`src/rtl/hpp_pkg.sv`:
```
package hpp_pkg;
  parameter int DATA_W = 8;

  typedef enum logic [1:0] {
    ADDR_MSG = 2'b00,
    ADDR_CTL = 2'b01,
    ADDR_CMP = 2'b10,
    ADDR_PCM = 2'b11
  } regAddr_t;

  localparam int CTL_IN_RDY  = 0;
  localparam int CTL_OUT_RDY = 1;
  localparam int CTL_PCM_THR = 2;
  localparam int CTL_CMP_THR = 3;
  localparam int CTL_PCM_OVF = 4;
  localparam int CTL_CMP_OVF = 5;

  typedef struct packed {
    logic wrMsg;
    logic wrCtl;
    logic wrPcm;
    logic wrCmp;
    logic rdMsg;
    logic [DATA_W-1:0] wdata;
  } hostStrobe_t;
endpackage

```
`src/rtl/hpp_fifo.sv`:
```
module hpp_fifo #(
  parameter int W = 8,
  parameter int DEPTH = 16
) (
  input  logic clk,
  input  logic rstN,
  input  logic push,
  input  logic [W-1:0] din,
  input  logic pop,
  output logic [W-1:0] dout,
  output logic full,
  output logic empty,
  output logic [$clog2(DEPTH+1)-1:0] level
);
  localparam int AW = $clog2(DEPTH);
  localparam int CW = $clog2(DEPTH+1);

  logic [W-1:0] mem [DEPTH];
  logic [AW-1:0] wrPtr, rdPtr;
  logic [CW-1:0] count;
  logic pushOk, popOk;

  assign full   = (count == CW'(DEPTH));
  assign empty  = (count == '0);
  assign pushOk = push && !full;
  assign popOk  = pop && !empty;
  assign dout   = mem[rdPtr];
  assign level  = count;

  always_ff @(posedge clk) begin
    if (pushOk) mem[wrPtr] <= din;
  end

  always_ff @(posedge clk or negedge rstN) begin
    if (!rstN) begin
      wrPtr <= '0;
      rdPtr <= '0;
      count <= '0;
    end else begin
      if (pushOk) wrPtr <= wrPtr + 1'b1;
      if (popOk)  rdPtr <= rdPtr + 1'b1;
      count <= count + CW'(pushOk) - CW'(popOk);
    end
  end

  // a push into a full FIFO with no pop leaves it full and unchanged
  p_no_overflow_r8: assert property (@(posedge clk) disable iff (!rstN)
    (push && full && !pop) |=> (full && $stable(wrPtr)));
  p_level_bound_r5: assert property (@(posedge clk) disable iff (!rstN)
    count <= CW'(DEPTH));
endmodule

```
`src/rtl/hpp_ctrl.sv`:
```
module hpp_ctrl
  import hpp_pkg::*;
(
  input  logic clk,
  input  logic rstN,
  input  logic csN,
  input  logic wrN,
  input  logic rdN,
  input  logic [1:0] addr,
  input  logic [DATA_W-1:0] dataIn,
  output hostStrobe_t strobe
);
  logic [2:0] csSync, wrSync, rdSync;
  logic wrEdge, rdEdge;

  always_ff @(posedge clk or negedge rstN) begin
    if (!rstN) begin
      csSync <= '1;
      wrSync <= '1;
      rdSync <= '1;
    end else begin
      csSync <= {csSync[1:0], csN};
      wrSync <= {wrSync[1:0], wrN};
      rdSync <= {rdSync[1:0], rdN};
    end
  end

  assign wrEdge = wrSync[1] && !wrSync[2] && !csSync[2];
  assign rdEdge = rdSync[1] && !rdSync[2] && !csSync[2];

  always_ff @(posedge clk or negedge rstN) begin
    if (!rstN) begin
      strobe <= '0;
    end else begin
      strobe <= '0;
      strobe.wdata <= dataIn;
      if (wrEdge) begin
        unique case (regAddr_t'(addr))
          ADDR_MSG: strobe.wrMsg <= 1'b1;
          ADDR_CTL: strobe.wrCtl <= 1'b1;
          ADDR_CMP: strobe.wrCmp <= 1'b1;
          ADDR_PCM: strobe.wrPcm <= 1'b1;
        endcase
      end
      if (rdEdge && regAddr_t'(addr) == ADDR_MSG) strobe.rdMsg <= 1'b1;
    end
  end

  // at most one access strobe at a time, each a single-cycle pulse
  p_one_strobe_r10: assert property (@(posedge clk) disable iff (!rstN)
    $onehot0({strobe.wrMsg, strobe.wrCtl, strobe.wrPcm, strobe.wrCmp, strobe.rdMsg}));
  p_single_pulse_r10: assert property (@(posedge clk) disable iff (!rstN)
    (strobe.wrPcm || strobe.wrCmp) |=> !(strobe.wrPcm || strobe.wrCmp));
endmodule

```
`src/rtl/hpp_datapath.sv`:
```
module hpp_datapath
  import hpp_pkg::*;
#(
  parameter int FIFO_DEPTH = 16,
  parameter int CW = $clog2(FIFO_DEPTH+1)
) (
  input  logic clk,
  input  logic rstN,
  input  hostStrobe_t strobe,
  input  logic [1:0] addr,
  input  logic [CW-1:0] threshold,
  output logic [DATA_W-1:0] regView,
  output logic outPending,
  output logic coreRxValid,
  output logic [DATA_W-1:0] coreRxData,
  input  logic coreRxTake,
  input  logic coreTxValid,
  input  logic [DATA_W-1:0] coreTxData,
  output logic coreTxReady,
  input  logic pcmPop,
  output logic [DATA_W-1:0] pcmData,
  output logic pcmEmpty,
  input  logic cmpPop,
  output logic [DATA_W-1:0] cmpData,
  output logic cmpEmpty
);
  localparam int NCH = 2; // channel 0 = PCM, channel 1 = compressed

  logic [DATA_W-1:0] inMsg, outMsg;
  logic inFull, outFull;
  logic [NCH-1:0] fPush, fPop, fFull, fEmpty, fOvf, fThr;
  logic [DATA_W-1:0] fDout [NCH];
  logic [CW-1:0] fLevel [NCH];
  logic [DATA_W-1:0] ctlWord;

  assign fPush = {strobe.wrCmp, strobe.wrPcm};
  assign fPop  = {cmpPop, pcmPop};

  for (genvar ch = 0; ch < NCH; ch++) begin : g_chan
    hpp_fifo #(.W(DATA_W), .DEPTH(FIFO_DEPTH)) u_fifo (
      .clk(clk), .rstN(rstN), .push(fPush[ch]), .din(strobe.wdata),
      .pop(fPop[ch]), .dout(fDout[ch]), .full(fFull[ch]),
      .empty(fEmpty[ch]), .level(fLevel[ch]));

    assign fThr[ch] = (fLevel[ch] >= threshold);

    always_ff @(posedge clk or negedge rstN) begin
      if (!rstN) fOvf[ch] <= 1'b0;
      else if (fPush[ch] && fFull[ch]) fOvf[ch] <= 1'b1;
      else if (strobe.wrCtl && strobe.wdata[CTL_PCM_OVF + ch]) fOvf[ch] <= 1'b0;
    end
  end

  always_ff @(posedge clk or negedge rstN) begin
    if (!rstN) begin
      inMsg <= '0;
      inFull <= 1'b0;
      outMsg <= '0;
      outFull <= 1'b0;
    end else begin
      if (strobe.wrMsg && !inFull) begin
        inMsg <= strobe.wdata;
        inFull <= 1'b1;
      end else if (coreRxTake) begin
        inFull <= 1'b0;
      end
      if (strobe.rdMsg) outFull <= 1'b0;
      else if (coreTxValid && !outFull) begin
        outMsg <= coreTxData;
        outFull <= 1'b1;
      end
    end
  end

  always_comb begin
    ctlWord = '0;
    ctlWord[CTL_IN_RDY]  = !inFull;
    ctlWord[CTL_OUT_RDY] = outFull;
    ctlWord[CTL_PCM_THR] = fThr[0];
    ctlWord[CTL_CMP_THR] = fThr[1];
    ctlWord[CTL_PCM_OVF] = fOvf[0];
    ctlWord[CTL_CMP_OVF] = fOvf[1];
  end

  always_comb begin
    unique case (regAddr_t'(addr))
      ADDR_MSG: regView = outMsg;
      ADDR_CTL: regView = ctlWord;
      default:  regView = '0;
    endcase
  end

  assign outPending  = outFull;
  assign coreTxReady = !outFull;
  assign coreRxValid = inFull;
  assign coreRxData  = inMsg;
  assign pcmData  = fDout[0];
  assign pcmEmpty = fEmpty[0];
  assign cmpData  = fDout[1];
  assign cmpEmpty = fEmpty[1];

  // a write to a free mailbox captures the written byte
  p_in_capture_r2: assert property (@(posedge clk) disable iff (!rstN)
    (strobe.wrMsg && !inFull) |=> (inFull && inMsg == $past(strobe.wdata)));
  // a pending incoming byte is never replaced
  p_in_hold_r2: assert property (@(posedge clk) disable iff (!rstN)
    (inFull && !coreRxTake) |=> (inFull && $stable(inMsg)));
  // a host read of the message register frees the outgoing slot
  p_read_clears_r4: assert property (@(posedge clk) disable iff (!rstN)
    strobe.rdMsg |=> !outFull);
  // overflow flag stays set until explicitly cleared
  p_ovf_sticky_r8: assert property (@(posedge clk) disable iff (!rstN)
    (fOvf[1] && !(strobe.wrCtl && strobe.wdata[CTL_CMP_OVF])) |=> fOvf[1]);
endmodule

```
`src/rtl/host_mailbox_port.sv`:
```
module host_mailbox_port
  import hpp_pkg::*;
#(
  parameter int FIFO_DEPTH = 16,
  parameter int LVL_W = $clog2(FIFO_DEPTH+1)
) (
  input  logic clk,
  input  logic rstN,
  input  logic csN,
  input  logic wrN,
  input  logic rdN,
  input  logic [1:0] addr,
  input  logic [DATA_W-1:0] dataIn,
  output logic [DATA_W-1:0] dataOut,
  output logic dataOe,
  output logic irq,
  input  logic [LVL_W-1:0] threshold,
  output logic coreRxValid,
  output logic [DATA_W-1:0] coreRxData,
  input  logic coreRxTake,
  input  logic coreTxValid,
  input  logic [DATA_W-1:0] coreTxData,
  output logic coreTxReady,
  input  logic pcmPop,
  output logic [DATA_W-1:0] pcmData,
  output logic pcmEmpty,
  input  logic cmpPop,
  output logic [DATA_W-1:0] cmpData,
  output logic cmpEmpty
);
  hostStrobe_t strobe;
  logic [DATA_W-1:0] regView;
  logic outPending;

  hpp_ctrl u_ctrl (
    .clk(clk), .rstN(rstN), .csN(csN), .wrN(wrN), .rdN(rdN),
    .addr(addr), .dataIn(dataIn), .strobe(strobe));

  hpp_datapath #(.FIFO_DEPTH(FIFO_DEPTH), .CW(LVL_W)) u_dp (
    .clk(clk), .rstN(rstN), .strobe(strobe), .addr(addr),
    .threshold(threshold), .regView(regView), .outPending(outPending),
    .coreRxValid(coreRxValid), .coreRxData(coreRxData), .coreRxTake(coreRxTake),
    .coreTxValid(coreTxValid), .coreTxData(coreTxData), .coreTxReady(coreTxReady),
    .pcmPop(pcmPop), .pcmData(pcmData), .pcmEmpty(pcmEmpty),
    .cmpPop(cmpPop), .cmpData(cmpData), .cmpEmpty(cmpEmpty));

  assign dataOe  = !csN && !rdN;
  assign dataOut = dataOe ? regView : '0;
  assign irq     = outPending;

  // irq and the core's ready are always complementary
  p_irq_ready_r3: assert property (@(posedge clk) disable iff (!rstN)
    irq == !coreTxReady);
endmodule

```
`config.mk`:
```
export PLATFORM = sky130hd
export DESIGN_NAME = host_mailbox_port
export DESIGN_NICKNAME = d
export VERILOG_FILES = /design/src/rtl/hpp_pkg.sv /design/src/rtl/hpp_fifo.sv /design/src/rtl/hpp_ctrl.sv /design/src/rtl/hpp_datapath.sv /design/src/rtl/host_mailbox_port.sv
export SDC_FILE = /design/constraint.sdc
export NUM_CORES = 1
export LEC_CHECK = 0
export ABC_AREA = 1
export BUFFER_PORTS_ARGS = -buffer_cell sky130_fd_sc_hd__buf_2
export CORE_MARGIN = 2
export CORE_UTILIZATION = 30
export CTS_CLUSTER_SIZE = 16
export DETAILED_ROUTE_END_ITERATION = 10
export GPL_TIMING_DRIVEN = 1
export PLACE_DENSITY = 0.47
export SYNTH_ARGS = -nofsm -noshare
export SYNTH_HDL_FRONTEND = slang
export SYNTH_HIERARCHICAL = 1
export SYNTH_SLANG_ARGS = --single-unit
```
`constraint.sdc`:
```
create_clock -name clk -period 5.84 [get_ports clk]
set_input_delay 1.46 -clock clk [delete_from_list [all_inputs] [get_ports clk]]
set_output_delay 1.46 -clock clk [all_outputs]
set_load 0.01 [all_outputs]
```
==> reports/metrics.cfg <==
[global_route]
grt_first_pass_wirelength_um = 52500
antenna_found_initial = 2
grt_pass1_vias = 8780
grt_overflow = 0
grt_start_max_net_pins = 82
grt.total_usage = 0.137

[die]
dieArea_um2 = 49200
num_rows = 79
die_y_um = 222
ioPinCount = 70
initial_utilization = 0.305
die_w_um = 222
core_area_um2 = 46700

[placement]
port-buffer-count = 69
routabilityCongestion = 0.783
place_inst = 2032
place_hpwl_um = 20600

[timing]
finalCritPeriodShare = 0.732
setup_viol = 0
max_freq_ghz = 0.234
slew_headroom = 0.330
finalSetupTns_ns = 0
rsz0062_at_grt = no
finClkSkew_ns = 0.0180
finalHoldViolCount = 0
tightest_slew_ns = 1.00
drv_slew = 0
min_period_ns = 4.28

[finish]
seq_area_um2 = 9400
finalNonFillerCells = 2096
nFillCells = 4715
multi_input_area_um2 = 3920
area_growth_pct = 14.5
n_antenna_cell = 0
nets = 1529
final_cell_mix = nand2_1, edfxtp_1, inv_1, nor2_1, nand3_1
layout_commonest_cell = nand2_1
drive_gt1_frac = 0.121

[worst_setup_path]
cp_slowest_cell = inv_2
crit_path_end_kind = output port
critical_path_class = reg2out
regToRegSetupSlack_ns = 3.24
cp_common_cell = nand2_1
crit_arrival_ns = 2.82
worstPathCellList = inv_2 -> nand2_1 -> nand3_1 -> nand2_1 -> nor2_1 -> nand2_1 -> nand2_1 -> buf_2
start_kind = register
worst_r2r_path_depth = 12
cp.required_ns = 4.38
reg2reg_to = u_dp/g_chan[1].u_fifo/level[4]
cp_max_fo = 50
rr_startpoint = u_dp/g_chan[1].u_fifo/level[3]
max_stage_delay_ns = 0.83

[drt]
wl_per_cell_um = 16.0
initialDrtViolationCount = 690
vias = 9158
totalWireLength_um = 33500
ant_nets = 0
firstDrtPassIters = 5
post_drt_via_cell_ratio = 4.37
drc = 0

[clock_network]
cts-resized-gates = 0
clkSinkCount = 324
cts_buffer_depth = 3
numCtsBuffers = 36
cts_hold_buf = 0
cts_tree = done
clkLatencyLatePin_ns = 0.52
clkTransAtPathRegs_ns = 0.06
post_cts_buffers = 0
root_buffer = clkbuf_16
h-tree-depth = 2

[min_path]
worstHoldPathCells = 0
hold_end = u_ctrl/csSync[2]
min_from = u_ctrl/csSync[1]
hold_path.class = reg2reg

[power_and_ir_drop]
p_switching_mw = 2.62
ir_worst_vdd_v = 0.000225
intPower_mw = 4.59
seqPwrFrac = 0.397
switching_share = 0.363
power_frac_comb = 0.304
clkPwrFrac = 0.299
power_density_nw_per_um2 = 443
p_leak_nw = 7.03

[synthesis]
synth_area_um2 = 14200
syn_nets = 1453
synth_cell_types = 26
ys_seq_area_frac = 0.661
synthCells = 1387
yosysWarnings = 6
avgSynthCellArea_um2 = 10.3
ys_seq_elements = 324

[outcome]
status = complete, no violations

[flow_run]
drv_cap = 0

[Yosys cell counts]
cell / count / area [µm²]
nand2_1: 487 / 1830
nand3_4: 1 / 17.5
buf_4: 8 / 60.1
fa_1: 2 / 40.0
nand3_1: 111 / 556
edfxtp_1: 256 / 7690
nor2_1: 142 / 533
xor2_1: 14 / 123
buf_6: 4 / 45.0
a21oi_1: 9 / 45.0
xnor2_1: 6 / 52.6
nand2_2: 1 / 6.26
inv_1: 159 / 597
nand4_1: 4 / 25.0
buf_2: 24 / 120
a22o_1: 2 / 17.5
nand2_4: 3 / 33.8
nor2_2: 9 / 56.3
clkbuf_1: 6 / 22.5
ha_1: 32 / 400
o21ai_0: 13 / 65.1
dfrtp_1: 59 / 1480
dfstp_2: 9 / 236
nor2_4: 3 / 33.8
inv_2: 15 / 56.3
mux2_2: 8 / 90.1
[power groups by stage]
stage / Clock [mW] / Sequential [mW] / Combinational [mW]
2_1_floorplan: 0 / 2.78 / 1.63
3_3_place_gp: 0 / 2.91 / 2.22
3_5_place_dp: 0 / 2.91 / 2.24
4_1_cts: 2.22 / 2.87 / 2.24
5_1_grt: 2.31 / 2.89 / 2.51
6_report: 2.16 / 2.86 / 2.19
[per-layer routing]
metal	track usage	up-vias	routed length [µm]
li1	-	4582	-
met1	0.194	4339	16200
met2	0.218	192	15200
met3	0.0253	43	1590
met4	0.0320	2	520
met5	0	-	13
[worst max path at each step]
| stage | from | to | slack (ns) | depth (start not counted) |
|---|---|---|---|---|
| floorplan | threshold[4] | dataOut[2] | 2.09 | 10 |
| global placement | threshold[4] | dataOut[3] | 1.82 | 12 |
| detailed placement | threshold[4] | dataOut[2] | 1.86 | 12 |
| CTS | u_dp/g_chan[0].u_fifo/rdPtr[0] | pcmData[2] | 1.48 | 8 |
| global route | u_dp/g_chan[0].u_fifo/rdPtr[0] | pcmData[1] | 1.30 | 8 |
| finish | u_dp/g_chan[0].u_fifo/rdPtr[0] | pcmData[2] | 1.56 | 8 |
[area by class of cell]
class | instances | share of cell area
Clock buffer | 54 | 0.0646
Clock inverter | 10 | 0.00377
Inverter | 174 | 0.0401
Multi-Input combinational cell | 847 | 0.241
Sequential cell | 324 | 0.578
Tap cell | 607 | 0.0467
Timing Repair Buffer | 80 | 0.0263
[worst max-delay path: cells and delay by family, from the launching register on]
kind                   cells  cell delay [ns]
buffers and inverters      2             0.97
flip-flops                 1             0.67
AND/OR/NAND/NOR            6             0.64
[stage by stage]
step,hold slack (ns),instance area (µm²),util,power (mW),worst slack (ns)
6_report,0.352,16300,0.349,7.21,1.56
5_1_grt,0.355,16300,0.349,7.71,1.30
4_1_cts,0.356,16300,0.349,7.33,1.48
3_5_place_dp,0.347,15200,0.325,5.15,1.86
3_3_place_gp,0.346,15200,0.325,5.14,1.82
2_1_floorplan,0.345,14200,-,4.41,2.09
[cell families after synthesis]
kind of cell               after synthesis  synth area share
AOI/OAI and AO/OA                       24           0.00897
xor gates and xnor gates                20            0.0123
adders and majority gates               34            0.0310
buffers and inverters                  216            0.0633
DFF                                    324             0.661
muxes                                    8           0.00633
and+or+nand+nor                        761             0.217
[flip-flops by register name, summed over array words and instances, names as in the netlist]
signal                    cells
u_dp/g_chan.u_fifo/mem      256
u_ctrl/strobe                13
u_dp/g_chan.u_fifo/level     10
u_dp/coreRxData               8
u_dp/g_chan.u_fifo/rdPtr      8
u_dp/g_chan.u_fifo/wrPtr      8
u_dp/outMsg                   8
u_ctrl/csSync                 3
u_ctrl/rdSync                 3
u_ctrl/wrSync                 3
u_dp/ctlWord                  2
u_dp/coreRxValid              1
u_dp/outPending               1
No activity file was read; power rests on OpenSTA's default activity.
